--- config.mk ---
export PLATFORM = sky130hd
export DESIGN_NAME = flash_poll_engine
export DESIGN_NICKNAME = d
export VERILOG_FILES = /design/src/rtl/flash_poll_pkg.sv /design/src/rtl/flash_cmd_seq.sv /design/src/rtl/flash_status_eval.sv /design/src/rtl/flash_poll_engine.sv
export SDC_FILE = /design/constraint.sdc
export NUM_CORES = 1
export LEC_CHECK = 0
export BUFFER_PORTS_ARGS = -buffer_cell sky130_fd_sc_hd__buf_2
export CAP_MARGIN = 20
export CORE_AREA = 2 2 151 79
export DETAILED_ROUTE_END_ITERATION = 16
export DIE_AREA = 0 0 153 81
export GPL_ROUTABILITY_DRIVEN = 1
export HOLD_SLACK_MARGIN = 0.02
export MAX_ROUTING_LAYER = met4
export PLACE_DENSITY = 0.56
export SLEW_MARGIN = 15
export SYNTH_ARGS = -nofsm -noshare
export SYNTH_HDL_FRONTEND = slang
export SYNTH_HIERARCHICAL = 1
export SYNTH_SLANG_ARGS = --single-unit
--- constraint.sdc ---
create_clock -name clk -period 3.4 [get_ports clk]
set_input_delay 0.68 -clock clk [delete_from_list [all_inputs] [get_ports clk]]
set_output_delay 0.68 -clock clk [all_outputs]
set_load 0.005 [all_outputs]
--- src/rtl/flash_poll_pkg.sv ---
package flash_poll_pkg;
  typedef enum logic [1:0] {OP_PROG = 2'd0, OP_SECT = 2'd1, OP_CHIP = 2'd2, OP_NONE = 2'd3} op_e;
  typedef enum logic [2:0] {V_MORE, V_AGAIN, V_CONFIRM, V_PASS, V_FAIL} verdict_e;
  typedef enum logic [2:0] {S_IDLE, S_CMD, S_ISSUE, S_CAP, S_RST} state_e;
  localparam int STEP_W = 3;
  localparam int BYTE_W = 8;
endpackage

--- src/rtl/flash_cmd_seq.sv ---
module flash_cmd_seq
  import flash_poll_pkg::*;
#(
  parameter int ADDR_W   = 19,
  parameter int UNLOCK_A = 'h555,
  parameter int UNLOCK_B = 'h2AA
) (
  input  op_e                 op,
  input  logic [STEP_W-1:0]   step,
  input  logic [ADDR_W-1:0]   tgt_addr,
  input  logic [BYTE_W-1:0]   tgt_data,
  output logic [ADDR_W-1:0]   wa,
  output logic [BYTE_W-1:0]   wd,
  output logic                last
);
  localparam logic [ADDR_W-1:0] A_HI = ADDR_W'(UNLOCK_A);
  localparam logic [ADDR_W-1:0] A_LO = ADDR_W'(UNLOCK_B);

  logic is_prog;
  assign is_prog = (op == OP_PROG);
  assign last    = is_prog ? (step == STEP_W'(3)) : (step == STEP_W'(5));

  always_comb begin
    wa = A_HI;
    wd = 8'hAA;
    case (step)
      STEP_W'(0): begin wa = A_HI; wd = 8'hAA; end
      STEP_W'(1): begin wa = A_LO; wd = 8'h55; end
      STEP_W'(2): begin wa = A_HI; wd = is_prog ? 8'hA0 : 8'h80; end
      STEP_W'(3): begin
        wa = is_prog ? tgt_addr : A_HI;
        wd = is_prog ? tgt_data : 8'hAA;
      end
      STEP_W'(4): begin wa = A_LO; wd = 8'h55; end
      default: begin
        wa = (op == OP_SECT) ? tgt_addr : A_HI;
        wd = (op == OP_SECT) ? 8'h30 : 8'h10;
      end
    endcase
  end
endmodule

--- src/rtl/flash_status_eval.sv ---
module flash_status_eval
  import flash_poll_pkg::*;
(
  input  logic              toggle_mode,
  input  logic              erase,
  input  logic [BYTE_W-1:0] exp_byte,
  input  logic [BYTE_W-1:0] cur,
  input  logic [BYTE_W-1:0] prev,
  input  logic              second,
  input  logic              confirm,
  output verdict_e          verdict
);
  logic exp7, finished, good;

  assign exp7 = erase ? 1'b1 : exp_byte[7];
  assign good = erase ? (cur == 8'hFF) : (cur == exp_byte);
  assign finished = toggle_mode ? (prev[6] == cur[6]) : (cur[7] == exp7);

  always_comb begin
    if (toggle_mode && !second) verdict = V_MORE;
    else if (finished)          verdict = good ? V_PASS : V_FAIL;
    else if (confirm)           verdict = V_FAIL;
    else if (cur[5])            verdict = V_CONFIRM;
    else                        verdict = V_AGAIN;
  end
endmodule

--- src/rtl/flash_poll_engine.sv ---
module flash_poll_engine
  import flash_poll_pkg::*;
#(
  parameter int ADDR_W     = 19,
  parameter int POLL_LIMIT = 1000
) (
  input  logic              clk,
  input  logic              rst,
  input  logic              start,
  input  logic [1:0]        op,
  input  logic              mode,
  input  logic [ADDR_W-1:0] addr,
  input  logic [7:0]        data,
  output logic              done,
  output logic              pass,
  output logic              fail,
  output logic [ADDR_W-1:0] bus_addr,
  output logic [7:0]        bus_wdata,
  output logic              bus_wr,
  output logic              bus_rd,
  input  logic [7:0]        bus_rdata
);
  localparam int CNT_W = $clog2(POLL_LIMIT + 2);

  state_e              state;
  op_e                 op_q;
  logic                mode_q, half, second, confirm;
  logic [ADDR_W-1:0]   addr_q;
  logic [7:0]          data_q, prev_q;
  logic [STEP_W-1:0]   step;
  logic [CNT_W-1:0]    cnt, cnt_nx;
  logic [ADDR_W-1:0]   seq_a;
  logic [7:0]          seq_d;
  logic                seq_last;
  verdict_e            verdict;

  assign cnt_nx = cnt + CNT_W'(1);

  flash_cmd_seq #(.ADDR_W(ADDR_W)) u_seq (
    .op(op_q), .step(step), .tgt_addr(addr_q), .tgt_data(data_q),
    .wa(seq_a), .wd(seq_d), .last(seq_last)
  );

  flash_status_eval u_eval (
    .toggle_mode(mode_q), .erase(op_q != OP_PROG), .exp_byte(data_q),
    .cur(bus_rdata), .prev(prev_q), .second(second), .confirm(confirm),
    .verdict(verdict)
  );

  always_ff @(posedge clk) begin
    if (rst) begin
      state <= S_IDLE; op_q <= OP_PROG; mode_q <= 1'b0; addr_q <= '0;
      data_q <= '0; prev_q <= '0; step <= '0; half <= 1'b0; cnt <= '0;
      second <= 1'b0; confirm <= 1'b0; done <= 1'b0; pass <= 1'b0;
      fail <= 1'b0; bus_addr <= '0; bus_wdata <= '0; bus_wr <= 1'b0;
      bus_rd <= 1'b0;
    end else begin
      done <= 1'b0;
      case (state)
        S_IDLE: if (start && op != 2'd3) begin
          op_q <= op_e'(op); mode_q <= mode; addr_q <= addr; data_q <= data;
          step <= '0; half <= 1'b0; cnt <= '0; second <= 1'b0;
          confirm <= 1'b0; pass <= 1'b0; fail <= 1'b0; state <= S_CMD;
        end
        S_CMD: if (!half) begin
          bus_wr <= 1'b1; bus_addr <= seq_a; bus_wdata <= seq_d; half <= 1'b1;
        end else begin
          bus_wr <= 1'b0; half <= 1'b0;
          if (seq_last) state <= S_ISSUE;
          else step <= step + STEP_W'(1);
        end
        S_ISSUE: begin
          bus_rd <= 1'b1; bus_addr <= addr_q; state <= S_CAP;
        end
        S_CAP: begin
          bus_rd <= 1'b0;
          cnt <= cnt_nx;
          case (verdict)
            V_MORE:    begin prev_q <= bus_rdata; second <= 1'b1; state <= S_ISSUE; end
            V_CONFIRM: begin confirm <= 1'b1; second <= 1'b0; state <= S_ISSUE; end
            V_AGAIN: begin
              second <= 1'b0;
              state <= (cnt_nx >= CNT_W'(POLL_LIMIT)) ? S_RST : S_ISSUE;
            end
            V_PASS:  begin done <= 1'b1; pass <= 1'b1; state <= S_IDLE; end
            default: state <= S_RST;
          endcase
        end
        S_RST: if (!half) begin
          bus_wr <= 1'b1; bus_addr <= '0; bus_wdata <= 8'hF0; half <= 1'b1;
        end else begin
          bus_wr <= 1'b0; half <= 1'b0; done <= 1'b1; fail <= 1'b1;
          state <= S_IDLE;
        end
        default: state <= S_IDLE;
      endcase
    end
  end

  // strobes never overlap and each lasts one cycle
  p_strobe_excl_r5: assert property (@(posedge clk) disable iff (rst) !(bus_wr && bus_rd));
  p_wr_pulse_r5: assert property (@(posedge clk) disable iff (rst) bus_wr |=> !bus_wr);
  p_rd_pulse_r5: assert property (@(posedge clk) disable iff (rst) bus_rd |=> !bus_rd);
  // status reads go to the latched target address
  p_poll_addr_r5: assert property (@(posedge clk) disable iff (rst) bus_rd |-> bus_addr == addr_q);
  // done carries exactly one verdict and is a single pulse
  p_done_verdict_r12: assert property (@(posedge clk) disable iff (rst) done |-> (pass ^ fail));
  p_done_pulse_r12: assert property (@(posedge clk) disable iff (rst) done |=> !done);
  // a failure is reported right after the F0h write
  p_fail_reset_r12: assert property (@(posedge clk) disable iff (rst)
    $rose(fail) |-> ($past(bus_wr) && $past(bus_wdata) == 8'hF0));
endmodule

==> results.toml, run 1 <==
[run_status]
status = "finished, final reports clean"

[sta]
fmaxAchievable_mhz = 317
tns_ps = 0
final.min_clock_period_ps = 3160
rsz0062_at_grt = "false"
worst_slew_pin_slew_ps = 903
maxSlewViolCount = 0
setup_viol = 0
final.setup_skew_ps = 8.87
slew_headroom = 0.397
final-hold-violation-count = 0
fin_crit_sh = 0.928

[worst_setup_path]
critPathArrivalTime_ps = 3350
crit_path_end_kind = "register"
critPathSlowestCell = "or4_1"
max_stage_delay_ps = 570
cpMostUsedCell = "or2_2"
worst-path-max-fanout = 15
path_buf_inv = 0
cp_top_family = "simple AND/OR/NAND/NOR gates"
worst-endpoint-required_ps = 3590
path_cells = "or2_2 -> or4_1 -> a22o_1 -> o311a_1 -> or2_2 -> or3_1 -> mux2i_1 -> nor2_1"
cp-start-kind = "register"
critical_path_class = "reg2reg"

[floorplan]
die_x_um = 153
initial_utilization = 0.363
boundaryPins = 73
row_count = 28
dieArea_sq_um = 12400
fp.coreArea_sq_um = 11300
die_h_um = 81

[synthesis]
netlist_area_sq_um = 4110
synth_cells = 507
syn_area_per_cell_sq_um = 8.11
synth_nets = 551
yosysWarnings = 6

[clock_network]
clk-insertion-delay-late_ps = 340
cts_setup_buffers = 0
cts_buffer_depth = 2
h-tree-depth = 3
post_cts_resized = 0
cts_tree = "built"
numCtsBuffers = 9
cts.sinks = 82
root_buffer = "clkbuf_16"
hold_buffers = 0
path_clk_slew_ps = 60

[placement]
io_buffers = 72
gp_congestion = 0.790
place_hpwl_um = 8180

[route]
post_drt_wl_per_cell_um = 16.8
via_per_inst = 5.50
vias = 3914
drc = 0
drtIter0Drc = 375
first_pass_iters = 7
antenna_left = 0
drt_wl_total_um = 12000

[power_and_ir_drop]
p_int_w = 0.00184
netSwitchingPower_w = 0.000797
power_frac_seq = 0.421
power_density_nw_per_um2 = 547
sw_frac_of_total = 0.302
leakagePower_nw = 1.91
pwr-share-clk = 0.369
p_total_w = 0.00264
ir_drop_mv = 0.303
comb_power_share = 0.209

[cells_and_area]
n_antenna_cell = 0
fin_nets = 602
syn_to_final_growth_pct = 17.1
fill_cells = 1192
final_common_cell = "dfxtp_1"
final_cell_mix = "dfxtp_1 (82), nand2_1 (80), buf_2 (72)"
drive_gt1_frac = 0.203

[run]
max_cap_viol_count = 0

[grt]
grt_pass1_wl_um = 19000
groute.usage.overall = 0.201
grt-ovfl-total = 0
grt_antenna_before_repair = 0
grt_pass1_vias = 3605
grt_max_degree = 43

[worst_hold_path]
hold_class = "reg2reg"
-- layer usage --
metal  share of wire  vias to the layer above  GRT usage
li1                -                     1929          -
met1            0.54                     1853      0.291
met2            0.39                      122      0.281
met3           0.060                       10     0.0502
met4          0.0057                        0     0.0444
met5               0                        -          -
-- area by class of cell --
cell class,instances,area (sq um),share of cell area
clock buffers,10,239,0.0496
clock inverters,5,55.1,0.0114
inverters,7,26.3,0.00546
multi-input cells,377,2240,0.465
flip-flops and latches,82,1640,0.341
well taps,150,188,0.0390
repair buffers,81,428,0.0889
-- worst min-delay path, stage by stage (launching register included) --
cell,delay (ps)
dfxtp_1,310
nand2_1,50
a21oi_1,60
-- per-stage QoR --
stage,util,area [sq um],cells,hold slack [ps],setup slack [ps]
finish,0.426,4820,712,461,245
global route,0.426,4820,712,482,134
CTS,0.426,4820,712,463,265
detailed placement,0.400,4520,697,455,284
global placement,0.400,4520,697,448,343
floorplan,-,4110,507,436,545
-- worst paths after layout --
| path | startpoint | to | slack [ps] | cells after the start |
|---|---|---|---|---|
| worst max-delay path | op_q[1] | prev_q[6] | 240 | 8 |
| worst min-delay path | fail | fail | 460 | 2 |
| worst max register to register | op_q[1] | prev_q[6] | 240 | 8 |
| worst min register to register | fail | fail | 460 | 2 |
-- sequential cells by signal (all words and copies together) (netlist names), 2 cells and up --
register and count:
addr_q 19, data_q 8, state 3, bus_addr 19
cnt 10, step 3, op_q 2, bus_wdata 8
-- power groups by stage --
stage | clock network (W) | logic (W) | registers, W
after floorplan | 0 | 0.000404 | 0.00110
after global placement | 0 | 0.000531 | 0.00113
after detailed placement | 0 | 0.000545 | 0.00113
after CTS | 0.000995 | 0.000549 | 0.00111
after global routing | 0.00104 | 0.000613 | 0.00112
final | 0.000973 | 0.000551 | 0.00111
No activity file was read; power rests on OpenSTA's default activity.
==> run 2, diff against run 1 <==
--- a/config.mk
+++ b/config.mk
@@ -7,9 +7,9 @@
 export LEC_CHECK = 0
 export BUFFER_PORTS_ARGS = -buffer_cell sky130_fd_sc_hd__buf_2
 export CAP_MARGIN = 20
-export CORE_AREA = 2 2 151 79
+export CORE_AREA = 5 5 154 82
 export DETAILED_ROUTE_END_ITERATION = 16
-export DIE_AREA = 0 0 153 81
+export DIE_AREA = 0 0 159 87
 export GPL_ROUTABILITY_DRIVEN = 1
 export HOLD_SLACK_MARGIN = 0.02
 export MAX_ROUTING_LAYER = met4
==> constraint.sdc (replaced) <==
create_clock -name clk -period 3 [get_ports clk]
set_input_delay 0.6 -clock clk [delete_from_list [all_inputs] [get_ports clk]]
set_output_delay 0.6 -clock clk [all_outputs]
set_load 0.005 [all_outputs]
==> results.toml, run 2 (synthesized netlist as in run 1, its figures left out) <==
[sta]
tns_ps = 0
worst_slew_pin_slew_ps = 808
final.setup_skew_ps = 4.43
fmaxAchievable_mhz = 359
final.min_clock_period_ps = 2790
setup_viol = 0
rsz0062_at_grt = "false"
holdWs_ps = 453
worst_slack_ps = 215
final-hold-violation-count = 0
fin_crit_sh = 0.928
slew_headroom = 0.461
maxSlewViolCount = 0

[worst_setup_path]
worst-path-max-fanout = 11
worst-endpoint-required_ps = 3210
cp_top_family = "simple AND/OR/NAND/NOR gates"
critPathSlowestCell = "or4_1"
r2r_slack_ps = 210
crit_path_end_kind = "register"
r2r-end = "prev_q[6]"
max_stage_delay_ps = 550
r2r_cells = 8
critPathArrivalTime_ps = 3000
cp-endpoint = "prev_q[6]"
rr_startpoint = "op_q[0]"
cp_num_cells = 8
path_buf_inv = 0
path_cells = "or2_4 -> or4_1 -> a22o_1 -> o311a_1 -> or2_2 -> or3_1 -> mux2i_1 -> nor2_1"
cp-start-kind = "register"
cp-startpoint = "op_q[0]"
critical_path_class = "reg2reg"

[worst_hold_path]
hold_class = "reg2reg"

[clock_network]
post_cts_resized = 0
cts_buffer_depth = 2
clk-insertion-delay-late_ps = 330
h-tree-depth = 3
root_buffer = "clkbuf_16"
cts.sinks = 82
hold_buffers = 0
cts_setup_buffers = 0
path_clk_slew_ps = 60
cts_tree = "built"
numCtsBuffers = 9

[route]
drc = 0
first_pass_iters = 8
drtIter0Drc = 298
post_drt_wl_per_cell_um = 16.6
antenna_left = 0
vias = 3875
via_per_inst = 5.39
drt_wl_total_um = 11900

[power_and_ir_drop]
power_density_nw_per_um2 = 640
ir_drop_mv = 0.267
netSwitchingPower_w = 0.000888
comb_power_share = 0.202
pwr-share-clk = 0.396
p_int_w = 0.00225
power_frac_seq = 0.401
leakagePower_nw = 1.96
sw_frac_of_total = 0.283

[floorplan]
boundaryPins = 73
die_x_um = 159
row_count = 28
dieArea_sq_um = 13800
die_h_um = 87
initial_utilization = 0.363
fp.coreArea_sq_um = 11300

[cells_and_area]
largestRegisters = "addr_q x19, bus_addr x19, cnt x10"
final_cell_mix = "dfxtp_1 (82), nand2_1 (80), buf_2 (72)"
final_common_cell = "dfxtp_1"
n_antenna_cell = 0
fin_nets = 608
drive_gt1_frac = 0.209
stdcell_area_sq_um = 4900
fin_cells = 719
fill_cells = 1145
syn_to_final_growth_pct = 19.3

[grt]
grt_antenna_before_repair = 0
grt_pass1_wl_um = 19400
grt_max_degree = 45
grt_pass1_vias = 3618
groute.usage.overall = 0.179
grt-ovfl-total = 0

[placement]
placed_cell_area_sq_um = 4570
dp.cells = 703
place_hpwl_um = 8570
dp_slack_ps = 91.3
io_buffers = 72
gp_congestion = 0.801

[run_status]
status = "finished, final reports clean"

[run]
max_cap_viol_count = 0
==> run 2: final cells by class <==
cell class              instances  area (sq um)  area share
clock inverters                 5           103      0.0209
flip-flops and latches         82          1640       0.335
well taps                     150           188      0.0383
clock buffers                  11           233      0.0474
repair buffers                 87           473      0.0964
inverters                       7          26.3     0.00536
multi-input cells             377          2240       0.457
==> run 2: per-stage QoR <==
| stage | util | power, W |
|---|---|---|
| 6_report | 0.433 | 0.00314 |
| 5_1_grt | 0.433 | 0.00332 |
| 4_1_cts | 0.433 | 0.00317 |
| 3_5_place_dp | 0.404 | 0.00191 |
| 3_3_place_gp | 0.404 | 0.00190 |
| 2_1_floorplan | - | 0.00171 |
==> run 2: how the worst min path moves through the flow <==
stage / from / slack, ps / to / cells after the start
after detailed placement: fail / 450 / fail / 2
after global routing: addr_q[13] / 490 / addr_q[13] / 2
after global placement: fail / 440 / fail / 2
after floorplan: second / 440 / second / 2
after CTS: fail / 450 / fail / 2
final: fail / 450 / fail / 2
==> run 2: routing by layer <==
layer  routed length [um]  global-route usage
met2                 4500               0.232
met1                 6500               0.274
met4                  100              0.0395
met5                    0                   -
met3                  816              0.0430
==> run 2: power groups by stage <==
stage	Combinational [W]	Clock, W	Sequential [W]
6_report	0.000635	0.00124	0.00126
5_1_grt	0.000710	0.00133	0.00127
4_1_cts	0.000636	0.00128	0.00126
3_5_place_dp	0.000633	0	0.00128
3_3_place_gp	0.000620	0	0.00128
2_1_floorplan	0.000458	0	0.00125
==> run 2: worst register-to-register path, cell delays in order, from the launching register on <==
cell and delay (ps):
dfxtp_1 310, or2_4 300, or4_1 550, a22o_1 240, o311a_1 390, or2_2 320, or3_1 360, mux2i_1 160
nor2_1 50
==> run 3, diff against run 2 <==
--- a/config.mk
+++ b/config.mk
@@ -7,13 +7,13 @@
 export LEC_CHECK = 0
 export BUFFER_PORTS_ARGS = -buffer_cell sky130_fd_sc_hd__buf_2
 export CAP_MARGIN = 20
-export CORE_AREA = 5 5 154 82
+export CORE_AREA = 5 5 132 71
 export DETAILED_ROUTE_END_ITERATION = 16
-export DIE_AREA = 0 0 159 87
+export DIE_AREA = 0 0 137 76
 export GPL_ROUTABILITY_DRIVEN = 1
 export HOLD_SLACK_MARGIN = 0.02
 export MAX_ROUTING_LAYER = met4
-export PLACE_DENSITY = 0.56
+export PLACE_DENSITY = 0.74
 export SLEW_MARGIN = 15
 export SYNTH_ARGS = -nofsm -noshare
 export SYNTH_HDL_FRONTEND = slang
==> results.toml, run 3 (synthesized netlist as in run 1, its figures left out) <==
[sta]
final-hold-violation-count = 0
setup_viol = 0
worst_slack_ps = 190
final.min_clock_period_ps = 2810
tns_ps = 0
rsz0062_at_grt = "false"
maxSlewViolCount = 0
fin_crit_sh = 0.937
worst_slew_pin_slew_ps = 911
final.setup_skew_ps = 2.68
fmaxAchievable_mhz = 356
slew_headroom = 0.392

[clock_network]
h-tree-depth = 3
cts.sinks = 82
path_clk_slew_ps = 60
cts_tree = "built"
clk-insertion-delay-late_ps = 340
numCtsBuffers = 9
cts_buffer_depth = 2
root_buffer = "clkbuf_16"

[cells_and_area]
fin_cells = 686
n_antenna_cell = 0
multi_input_area_sq_um = 2250
final_common_cell = "dfxtp_1"
fill_cells = 737
final_cell_mix = "dfxtp_1 (82), nand2_1 (80), buf_2 (72)"
seq_area_sq_um = 1640
largestRegisters = "addr_q x19, bus_addr x19, cnt x10"
fin_nets = 608
drive_gt1_frac = 0.216
syn_to_final_growth_pct = 18.7

[power_and_ir_drop]
ir_drop_mv = 0.318
power_density_nw_per_um2 = 648
leakagePower_nw = 1.97

[run_status]
status = "finished, final reports clean"

[worst_setup_path]
r2r_slack_ps = 190
critical_path_class = "reg2reg"
max_stage_delay_ps = 560
cp-start-kind = "register"
worst-path-max-fanout = 11
path_buf_inv = 0
crit_path_end_kind = "register"
path_cells = "or2_4 -> or4_1 -> a22o_1 -> o311a_1 -> or2_2 -> or3_1 -> mux2i_1 -> nor2_1"
rr_startpoint = "op_q[0]"
r2r_cells = 8
cp_top_family = "simple AND/OR/NAND/NOR gates"
r2r-end = "prev_q[6]"
worst-endpoint-required_ps = 3210
critPathArrivalTime_ps = 3020
critPathSlowestCell = "or4_1"

[grt]
grt_max_degree = 49
grt_antenna_before_repair = 0
grt_pass1_wl_um = 18500
groute.usage.overall = 0.228
grt-ovfl-total = 0
grt_pass1_vias = 3606

[worst_hold_path]
hold_path_end = "addr_q[17]"
hold_class = "reg2reg"
worstHoldStart = "addr_q[17]"
hold_depth = 2

[route]
drt_wl_total_um = 11700
via_per_inst = 5.87
vias = 4030
drtIter0Drc = 572
drc = 0
antenna_left = 0
first_pass_iters = 7
post_drt_wl_per_cell_um = 17.1

[run]
max_cap_viol_count = 0

[floorplan]
die_x_um = 137
boundaryPins = 73
dieArea_sq_um = 10400
row_count = 24
initial_utilization = 0.498
fp.coreArea_sq_um = 8260
die_h_um = 76

[placement]
gp_congestion = 0.866
dp.cells = 670
place_hpwl_um = 8080
dp_slack_ps = 85.4
io_buffers = 72
[run 3: cell count changes in the layout (fill, tap and decap cells not counted)]
cell / change
nor3_2: +1
clkinv_2: +1
inv_6: +1
nor4b_1: -1
nor3_1: -1
clkbuf_1: -2
nor4b_2: +1
[run 3: worst max-delay path by stage]
| stage | start | endpoint | depth (start not counted) |
|---|---|---|---|
| after global placement | bus_rdata[3] | prev_q[6] | 9 |
| after global routing | op_q[0] | prev_q[6] | 8 |
| after floorplan | op_q[1] | prev_q[6] | 11 |
| after CTS | op_q[0] | prev_q[6] | 10 |
| after detailed placement | bus_rdata[3] | prev_q[6] | 9 |
| final | op_q[0] | prev_q[6] | 8 |
[run 3: power breakdown]
| part | leakage, nW | switching, W | total (W) | internal [W] |
|---|---|---|---|---|
| logic | 1.13 | 0.000376 | 0.000647 | 0.000270 |
| clock network | 0.166 | 0.000448 | 0.00126 | 0.000813 |
| registers | 0.667 | 0.0000858 | 0.00126 | 0.00117 |
| total | 1.97 | 0.000910 | 0.00316 | 0.00225 |
[run 3: final cells by class]
cell class                      count  share of cell area
Multi-Input combinational cell    377               0.461
Sequential cell                    82               0.336
Timing Repair Buffer               87              0.0969
Clock buffer                        9              0.0461
Tap cell                          117              0.0300
Clock inverter                      7              0.0238
Inverter                            7             0.00538
[run 3: timing repair]
item,CTS,global route
setup endpoints to repair,0,1
gates resized for setup,0,3
setup buffers,0,0
hold buffers,0,0
[run 3: stage by stage]
step                hold WS (ps)  area, sq um  power (W)   util
finish                       472         4880    0.00316  0.591
global route                 482         4880    0.00330  0.591
CTS                          467         4870    0.00317  0.589
detailed placement           453         4530    0.00191  0.548
global placement             451         4530    0.00188  0.548
floorplan                    436         4110    0.00171      -
[run 3: tightest hold or removal path, cell delays in order (launching register included)]
cell	delay, ps
dfxtp_1	320
nand2_1	50
a21oi_1	50
[run 3: per-layer routing]
metal  wire length, um  share of wire  vias up  GRT usage
met1              5740           0.49     1911      0.340
met5                 0              0        -          -
met4               110         0.0094        0     0.0578
met3               990          0.084       12     0.0574
li1                  -              -     1938          -
met2              4890           0.42      169      0.305
